<file path="src/rtl/refresh_pkg.sv">
package refresh_pkg;
  typedef enum logic [2:0] {
    ST_PWR,
    ST_IDLE,
    ST_CSR,
    ST_RAS,
    ST_PRE
  } seq_state_t;

  function automatic int imax(input int a, input int b);
    return (a > b) ? a : b;
  endfunction
endpackage

</file>
<file path="src/rtl/refresh_interval_timer.sv">
module refresh_interval_timer #(
  parameter int INTERVAL_CYC = 1560
) (
  input  logic clk,
  input  logic rst_n,
  input  logic run,
  output logic tick
);
  localparam int TW = (INTERVAL_CYC > 2) ? $clog2(INTERVAL_CYC) : 1;
  localparam logic [TW-1:0] LAST = TW'(INTERVAL_CYC - 1);

  logic [TW-1:0] cnt;

  assign tick = run && (cnt == LAST);

  always_ff @(posedge clk) begin
    if (!rst_n || !run) cnt <= '0;
    else if (cnt == LAST) cnt <= '0;
    else cnt <= cnt + 1'b1;
  end

  // ticks are INTERVAL_CYC apart, never on adjacent cycles
  assert_tick_spacing_R7: assert property (@(posedge clk) disable iff (!rst_n)
    tick |=> !tick);
endmodule

</file>
<file path="src/rtl/refresh_debt_counter.sv">
module refresh_debt_counter #(
  parameter int MAX_PEND = 8
) (
  input  logic clk,
  input  logic rst_n,
  input  logic owe,
  input  logic pay,
  output logic nonzero
);
  localparam int DW = $clog2(MAX_PEND + 1);
  localparam logic [DW-1:0] CAP = DW'(MAX_PEND);

  logic [DW-1:0] debt;

  assign nonzero = (debt != '0);

  always_ff @(posedge clk) begin
    if (!rst_n) debt <= '0;
    else if (owe && !pay) begin
      if (debt != CAP) debt <= debt + 1'b1;
    end else if (pay && !owe) begin
      debt <= debt - 1'b1;
    end
  end

  // held debt never exceeds the limit
  assert_debt_cap_R9: assert property (@(posedge clk) disable iff (!rst_n)
    debt <= CAP);
  // a refresh is only taken while one is owed
  assert_pay_owed_R9: assert property (@(posedge clk) disable iff (!rst_n)
    pay |-> nonzero);
endmodule

</file>
<file path="src/rtl/cbr_strobe_fsm.sv">
module cbr_strobe_fsm
  import refresh_pkg::*;
#(
  parameter int PWRUP_CYC = 20000,
  parameter int INIT_REFS = 8,
  parameter int CSR_CYC   = 1,
  parameter int ROW_LOW   = 7,
  parameter int PRE_LEN   = 5
) (
  input  logic clk,
  input  logic rst_n,
  input  logic gnt,
  input  logic debt_nz,
  output logic req,
  output logic take_debt,
  output logic ready,
  output logic ras_n,
  output logic cas_n
);
  localparam int CW = $clog2(imax(imax(PWRUP_CYC, CSR_CYC), imax(ROW_LOW, PRE_LEN)) + 1);
  localparam int IW = $clog2(INIT_REFS + 1);

  seq_state_t    state;
  logic [CW-1:0] cnt;
  logic [IW-1:0] init_left;
  logic          owed;
  logic          start;
  logic          cnt_done;

  assign cnt_done = (cnt == '0);
  assign owed     = (init_left != '0) || debt_nz;

  always_comb begin
    start = 1'b0;
    if (state == ST_IDLE) start = owed && gnt;
    else if (state == ST_PRE) start = cnt_done && owed && gnt;
  end

  assign take_debt = start && (init_left == '0);
  assign req   = (state == ST_CSR) || (state == ST_RAS) || (state == ST_PRE) ||
                 ((state == ST_IDLE) && owed);
  assign ras_n = (state != ST_RAS);
  assign cas_n = !((state == ST_CSR) || (state == ST_RAS));

  always_ff @(posedge clk) begin
    if (!rst_n) begin
      state     <= ST_PWR;
      cnt       <= CW'(PWRUP_CYC - 1);
      init_left <= IW'(INIT_REFS);
      ready     <= 1'b0;
    end else begin
      case (state)
        ST_PWR: begin
          if (cnt_done) state <= ST_IDLE;
          else cnt <= cnt - 1'b1;
        end
        ST_CSR: begin
          if (cnt_done) begin
            state <= ST_RAS;
            cnt   <= CW'(ROW_LOW - 1);
          end else cnt <= cnt - 1'b1;
        end
        ST_RAS: begin
          if (cnt_done) begin
            state <= ST_PRE;
            cnt   <= CW'(PRE_LEN - 1);
          end else cnt <= cnt - 1'b1;
        end
        ST_PRE: begin
          if (cnt_done) begin
            if (init_left == '0) ready <= 1'b1;
            if (!start) state <= ST_IDLE;
          end else cnt <= cnt - 1'b1;
        end
        default: ;
      endcase
      if (start) begin
        state <= ST_CSR;
        cnt   <= CW'(CSR_CYC - 1);
        if (init_left != '0) init_left <= init_left - 1'b1;
      end
    end
  end

  // the column strobes were already low when the row strobe falls
  assert_cas_before_ras_R4: assert property (@(posedge clk) disable iff (!rst_n)
    $fell(ras_n) |-> $past(!cas_n));
  // column strobes held low for the whole row-low time
  assert_cas_hold_R4: assert property (@(posedge clk) disable iff (!rst_n)
    !ras_n |-> !cas_n);
  // strobes only move while the bus is requested
  assert_strobe_owned_R8: assert property (@(posedge clk) disable iff (!rst_n)
    (!ras_n || !cas_n) |-> req);
  // ready never falls once set
  assert_ready_sticky_R3: assert property (@(posedge clk) disable iff (!rst_n)
    ready |=> ready);
  // ready rises with all strobes parked high
  assert_ready_quiet_R3: assert property (@(posedge clk) disable iff (!rst_n)
    $rose(ready) |-> (ras_n && cas_n));
endmodule

</file>
<file path="src/rtl/dram_refresh_seq.sv">
module dram_refresh_seq
  import refresh_pkg::*;
#(
  parameter int PWRUP_CYC    = 20000,
  parameter int INIT_REFS    = 8,
  parameter int INTERVAL_CYC = 1560,
  parameter int MAX_PEND     = 8,
  parameter int CSR_CYC      = 1,
  parameter int RAS_CYC      = 7,
  parameter int CHR_CYC      = 2,
  parameter int RP_CYC       = 5,
  parameter int RPC_CYC      = 1,
  parameter int RC_CYC       = 13
) (
  input  logic clk,
  input  logic rst_n,
  input  logic ref_gnt,
  output logic ref_req,
  output logic mem_ready,
  output logic ras_n,
  output logic lcas_n,
  output logic ucas_n
);
  localparam int ROW_LOW = imax(RAS_CYC, CHR_CYC);
  localparam int PRE_LEN = imax(imax(RP_CYC, RPC_CYC), RC_CYC - ROW_LOW - CSR_CYC);

  logic tick;
  logic debt_nz;
  logic take_debt;
  logic cas_n;

  refresh_interval_timer #(.INTERVAL_CYC(INTERVAL_CYC)) u_timer (
    .clk(clk), .rst_n(rst_n), .run(mem_ready), .tick(tick)
  );

  refresh_debt_counter #(.MAX_PEND(MAX_PEND)) u_debt (
    .clk(clk), .rst_n(rst_n), .owe(tick), .pay(take_debt), .nonzero(debt_nz)
  );

  cbr_strobe_fsm #(
    .PWRUP_CYC(PWRUP_CYC), .INIT_REFS(INIT_REFS), .CSR_CYC(CSR_CYC),
    .ROW_LOW(ROW_LOW), .PRE_LEN(PRE_LEN)
  ) u_fsm (
    .clk(clk), .rst_n(rst_n), .gnt(ref_gnt), .debt_nz(debt_nz),
    .req(ref_req), .take_debt(take_debt), .ready(mem_ready),
    .ras_n(ras_n), .cas_n(cas_n)
  );

  assign lcas_n = cas_n;
  assign ucas_n = cas_n;
endmodule

</file>
<file path="config.mk">
export PLATFORM = sky130hd
export DESIGN_NAME = dram_refresh_seq
export DESIGN_NICKNAME = d
export VERILOG_FILES = /design/src/rtl/refresh_pkg.sv /design/src/rtl/refresh_interval_timer.sv /design/src/rtl/refresh_debt_counter.sv /design/src/rtl/cbr_strobe_fsm.sv /design/src/rtl/dram_refresh_seq.sv
export SDC_FILE = /design/constraint.sdc
export NUM_CORES = 1
export LEC_CHECK = 0
export CAP_MARGIN = 40
export CORE_UTILIZATION = 40
export DETAILED_ROUTE_END_ITERATION = 12
export PLACE_DENSITY = 0.67
export SETUP_SLACK_MARGIN = 0.2
export SLEW_MARGIN = 30
export SYNTH_ARGS = -nofsm -noshare
export SYNTH_HDL_FRONTEND = slang
export SYNTH_SLANG_ARGS = --single-unit
</file>
<file path="constraint.sdc">
create_clock -name clk -period 2.4 [get_ports clk]
set_input_delay 0.48 -clock clk [delete_from_list [all_inputs] [get_ports clk]]
set_output_delay 0.48 -clock clk [all_outputs]
set_load 0.03 [all_outputs]
</file>
; ---- Yosys cells after proc, flatten, opt, wreduce, memory -nomap -nowiden
; Index checks and enable logic that the tools add are counted.
[totals]
input_bits = 3
ram_bits = 0
output_inout_bits = 5
wordCells = 81
reg_bits = 38
romBits = 0
memories = 0
latchBits = 0
[classes]
div_mod_pow = 0
shift = 0
magnitude_cmp = 0
n_mux = 15
n_bitwise = 1
reduce_logical = 36
eq_ne = 16
mul = 0
add_sub_neg = 5
[ops]
columns = op, count
row1 = 15-bit 2-to-1 mux, 4
row2 = 15-bit one-hot mux with 3 select lines, 1
row3 = 15-bit logical NOT, 1
row4 = "15-bit by 1-bit subtractor with 15-bit output, second input constant", 1
row5 = 4-bit 2-to-1 mux, 3
row6 = 4-bit nonzero test, 3
row7 = "11-bit by 1-bit adder with 11-bit output, second input constant", 1
row8 = "11-bit equality test, second input constant", 1
row9 = 3-bit 2-to-1 mux, 3
row10 = "3-bit by 1-bit != test with 1-bit output, second input constant", 3
row11 = 3-bit one-hot mux with 3 select lines, 1
row12 = 1-bit logical AND, 8
row13 = 2-bit AND reduction, 4
row14 = 4-bit AND reduction, 2
row15 = "4-bit by 1-bit subtractor with 4-bit output, second input constant", 2
row16 = "3-bit by 2-bit equality test with 1-bit output, second input constant", 2
row17 = "2-bit by 1-bit != test with 1-bit output, second input constant", 3
row18 = "3-bit by 2-bit != test with 1-bit output, second input constant", 2
row19 = 2-bit OR reduction, 3
row20 = 1-bit logical NOT, 5
row21 = 1-bit logical OR, 5
row22 = "4-bit by 1-bit adder with 4-bit output, second input constant", 1
row23 = 4-bit logical NOT, 1
row24 = "2-bit != test, second input constant", 2
row25 = other kinds (10), 11

; ---- Logic depth before layout (Yosys ltp)
[depth]
word_depth = 11
depth_mapped = 12
depth_no_buf = 12

; ---- Cells and area by module
; From an unflattened synthesis, not the netlist that was laid out.
[unflattened]
hier_cells = 255
hier_area_um2 = 2174.6
[by_module_without_submodules]
columns = module, area_each_um2, seq_area_each_um2, cells_per_inst, n_inst
row1 = cbr_strobe_fsm, 1360.1, 460.4, 168, 1
row2 = refresh_interval_timer, 520.5, 220.2, 56, 1
row3 = refresh_debt_counter, 286.5, 80.1, 30, 1
row4 = dram_refresh_seq, 7.5, 0.0, 1, 1

; ---- Least setup slack after synthesis
; OpenSTA, ideal clock, no wires.
[synth_timing]
path_type = flip-flop to flip-flop
from = register u_debt.debt[0]
to = register u_debt.debt[3]
t_arrival_ns = 2.547
path_buffers = 0
setup_time_ns = 0.122
stages_incl_launch_ff = 11
synth_period_minus_slack_ns = 2.669
path_slack_ns = -0.269
required_time_ns = 2.278
cell_sequence = dfxtp_1 or4_4 nand4_1 o21a_4 or2b_2 ha_1 a21o_1 a21o_1 nor3b_1 o21ai_0 o311a_1
[synth_via]
elab_chain_len = 11
word_cells_on_any_way = 20
cone_classes = add/sub: 2 / eq/ne: 2 / mux: 5 / reduce/logical: 11
[synth_lines]
columns = item, line_no
row1 = from (decl), refresh_debt_counter.sv:13  ; logic [DW-1:0] debt;
row2 = from (signal assigned), refresh_debt_counter.sv:20  ; if (debt != CAP) debt <= debt + 1'b1;
row3 = from (signal assigned), refresh_debt_counter.sv:22  ; debt <= debt - 1'b1;
row4 = 4-bit nonzero test, refresh_debt_counter.sv:15  ; assign nonzero = (debt != '0);
row5 = 1-bit logical OR, cbr_strobe_fsm.sv:31  ; assign owed = (init_left != '0) || debt_nz;
row6 = 1-bit logical AND (2 in a row), cbr_strobe_fsm.sv:36  ; else if (state == ST_PRE) start = cnt_done && owed && gnt;
row7 = 1-bit 2-to-1 mux, cbr_strobe_fsm.sv:36
row8 = 1-bit 2-to-1 mux, cbr_strobe_fsm.sv:35  ; if (state == ST_IDLE) start = owed && gnt;
row9 = 1-bit logical AND, cbr_strobe_fsm.sv:39  ; assign take_debt = start && (init_left == '0);
row10 = 1-bit logical NOT, refresh_debt_counter.sv:19  ; else if (owe && !pay) begin
row11 = 1-bit logical AND, refresh_debt_counter.sv:19
row12 = 2-bit != test (no line) or 2-bit nonzero test (tied branches), --
row13 = 2-bit AND reduction (no line), --
; Parallel ways exist; a longest one is shown, timed or not. The select of a mux whose other input is x is not followed.
; A chain may end at the register's enable or synchronous reset.

; ---- Final worst setup path
[layout_timing]
from = register u_debt.debt[1]
to = register u_debt.debt[3]
; Same word-level chain as after synthesis.

==> run summary <==
crit path DAT -> 2.63 ns
Worst-Skew Late Latency -> 0.30 ns
crit-path cells -> or4_4, nand4_1, o21a_4, or2b_4, ha_4, a21o_1, a21o_1, nor2b_1, o311a_1
HP Class -> register to register
antenna-violating nets left -> 0
die height -> 76.3 microns
port buffer count -> 7
DRT met1 WL -> 2340 microns
Worst-Margin Slew -> 0.451 ns
Final setup viols -> 3
DR vias/cell -> 5.38
crit-path max cell delay -> 0.55 ns
kind of critical path -> register to register
placed cell count -> 356
initial antenna violation count -> 0
CP max FO -> 3
CP Buf/Inv Count -> 0
fill count -> 486
internal power -> 0.946 mW
CP endpoint kind -> register
Synth top area share -> 34.4%
first-pass iteration count of the detailed router -> 4
syn_nets -> 262
Syn-to-layout area delta -> 32.0%
Longest Clk Path Bufs -> 2
number of remaining DRC errors -> 0
CTS tree -> done
RSZ-0062 raised after global routing -> true
Ant. Diodes -> 0
fin crit period -> 2.44 ns
cells after synthesis -> 252
asr flop ratio synth -> 0%
Highest Signal Layer -> met4
sw power -> 0.342 mW
first-pass GRT wire length -> 8570 microns
status -> finished, violations left
share of power burned in registers -> 50.1%
routed vias -> 2005
initial drt markers -> 90
vias in the first global route -> 1943
power share of the clock group -> 36.5%
fin cells -> 373
CP required -> 2.59 ns
Worst VDD drop -> 0.309 mV
fraction of final layout cells sized beyond drive strength 1 -> 35.6%
TritonCTS buffer count -> 5
top cell family by delay on the critical path -> simple AND/OR/NAND/NOR gates
final WL -> 5120 microns
die footprint -> 5820 sq um
final HPWL from detailed placement -> 3640 microns
part of the power in combinational logic -> 13.3%
Pwr per Cell Area -> 442 nW/um^2
Synth Register Bits -> 38
count of final hold-check violations -> 0
Tcrit/Tclk final -> 102%
startpoint types -> register
# clock sinks -> 38
Site Rows -> 26
static leakage -> 1.09 nW
Max Freq -> 410 MHz
ys flop type -> dfxtp_1
worst slack at placement -> -0.323 ns
initial core utilization -> 42.4%
Final GP Congestion -> 0.912
# H-tree levels -> 2
library cells used by synthesis -> 60
global router's overall resource usage -> 18.2%
Die Wd -> 76.3 microns
clock slew at reported path FFs -> 0.08 ns
met3 WL -> 159 microns
Synth area leader -> dfxtp_1
I/O pin count -> 8
CTS root buf -> clkbuf_8
commonest non-fill, non-tap cell in the layout -> buf_4
worst setup margin -> -0.0384 ns
most used cell, CP -> a21o_1
placed instance area -> 2610 sq um
pin count of the biggest net entering global routing -> 13
commonest non-fill, non-tap cells in the layout -> buf_4 (43), dfxtp_1 (31), nor2_1 (24), nand2_1 (18), a21oi_1 (14)
Syn Std Cell Area -> 2210 sq um
CP max-delay cell -> or4_4
total grt overflow -> 0
drt wl/cell -> 13.7 microns
slew margin rel. -> 69.8%
final instance area -> 2910 sq um
Avg Cell Area, Syn -> 8.76 sq um
sw frac -> 26.5%
fin. max-slew vios -> 0
area of the core -> 5200 sq um
Final nets -> 312
Post-synth EDFFs -> 0
Power Total -> 1.29 mW
failing checks -> negative setup slack
Core Util, Final -> 56.0%
ranking of synthesized cells by area -> dfxtp_1 (34%), a21oi_1 (4.8%), xnor2_1 (4.4%)
Seq/Total Area, Yosys -> 34.4%
MaxCap Viol Count -> 0
Ys Warns -> 0
Final Skew -> 0.00634 ns
wire length on met2 -> 2520 microns
## state kept, by name, indices dropped and copies added (netlist names)
name and count:
u_debt.debt 4, u_fsm.cnt 15, u_fsm.init_left 4, u_fsm.ready 1, u_fsm.state 3, u_timer.cnt 11
## layer usage
| metal | vias to the layer above | track usage, % |
|---|---|---|
| met5 | - | 0 |
| met4 | 0 | 7.88 |
| met3 | 11 | 3.11 |
| met2 | 33 | 31.4 |
| met1 | 955 | 22.0 |
| li1 | 1006 | - |
## layout make-up
type                            count  area, sq um  share of cell area, %
Sequential cell                    38          769                   26.4
Tap cell                           70         87.6                   3.01
Inverter                            7         26.3                  0.902
Clock inverter                      2         12.5                  0.429
Timing Repair Buffer               52          417                   14.3
Multi-Input combinational cell    198         1520                   52.1
Clock buffer                        6         82.6                   2.83
## final timing paths
kind | slack, ns | endpoint | cells past startpoint | start
setup / recovery | -0.04 | u_debt.debt[3] | 9 | u_debt.debt[1]
hold / removal | 0.45 | u_timer.cnt[0] | 1 | u_timer.cnt[0]
setup reg to reg | -0.04 | u_debt.debt[3] | 9 | u_debt.debt[1]
hold reg to reg | 0.45 | u_timer.cnt[0] | 1 | u_timer.cnt[0]
## power by group through the flow
stage	combinational, mW	clock (mW)	sequential, mW
6_report	0.171	0.471	0.646
5_1_grt	0.187	0.520	0.647
4_1_cts	0.149	0.478	0.646
3_5_place_dp	0.148	0	0.661
3_3_place_gp	0.147	0	0.660
2_1_floorplan	0.0920	0	0.664
## cell families (layout without fill, tap and decap cells)
kind of cell	count (synthesis)	after routing	share of synthesized area [%]
simple gates	104	104	28.7
compound gates	67	67	19.8
flops	38	38	34.4
xor+xnor	17	17	6.74
buf+inv	16	67	4.36
fa+ha+maj	7	7	4.31
mux	3	3	1.64
## worst reg2reg max path, stage by stage (launching register included)
cell     delay [ns]
dfxtp_2        0.32
or4_4          0.55
nand4_1        0.11
o21a_4         0.13
or2b_4         0.28
ha_4           0.21
a21o_1         0.14
a21o_1         0.18
nor2b_1        0.13
o311a_1        0.28
## metrics by stage
step,TNS (ns),hold slack (ns)
5_1_grt,-0.332,0.498
3_3_place_gp,-0.585,0.432
6_report,-0.113,0.449
3_5_place_dp,-0.783,0.440
4_1_cts,-0.0666,0.457
2_1_floorplan,-0.0514,0.418
## timing repair
action | CTS | global route
gates resized for setup | 12 | 35
setup endpoints to repair | 6 | 19
setup buffers | 2 | 7
pin swaps | 1 | 18
hold buffers | 0 | 0
hold endpoints to repair | 0 | 0
## cell usage after synthesis (all sizes together) (6+ instances only)
cell   instances
inv            7
dfxtp         38
nand2         19
ha             6
and3           6
xnor2         11
o21ai         21
xor2           6
a21oi         21
nor2          24
nand3          8
No activity file was read; power rests on OpenSTA's default activity.
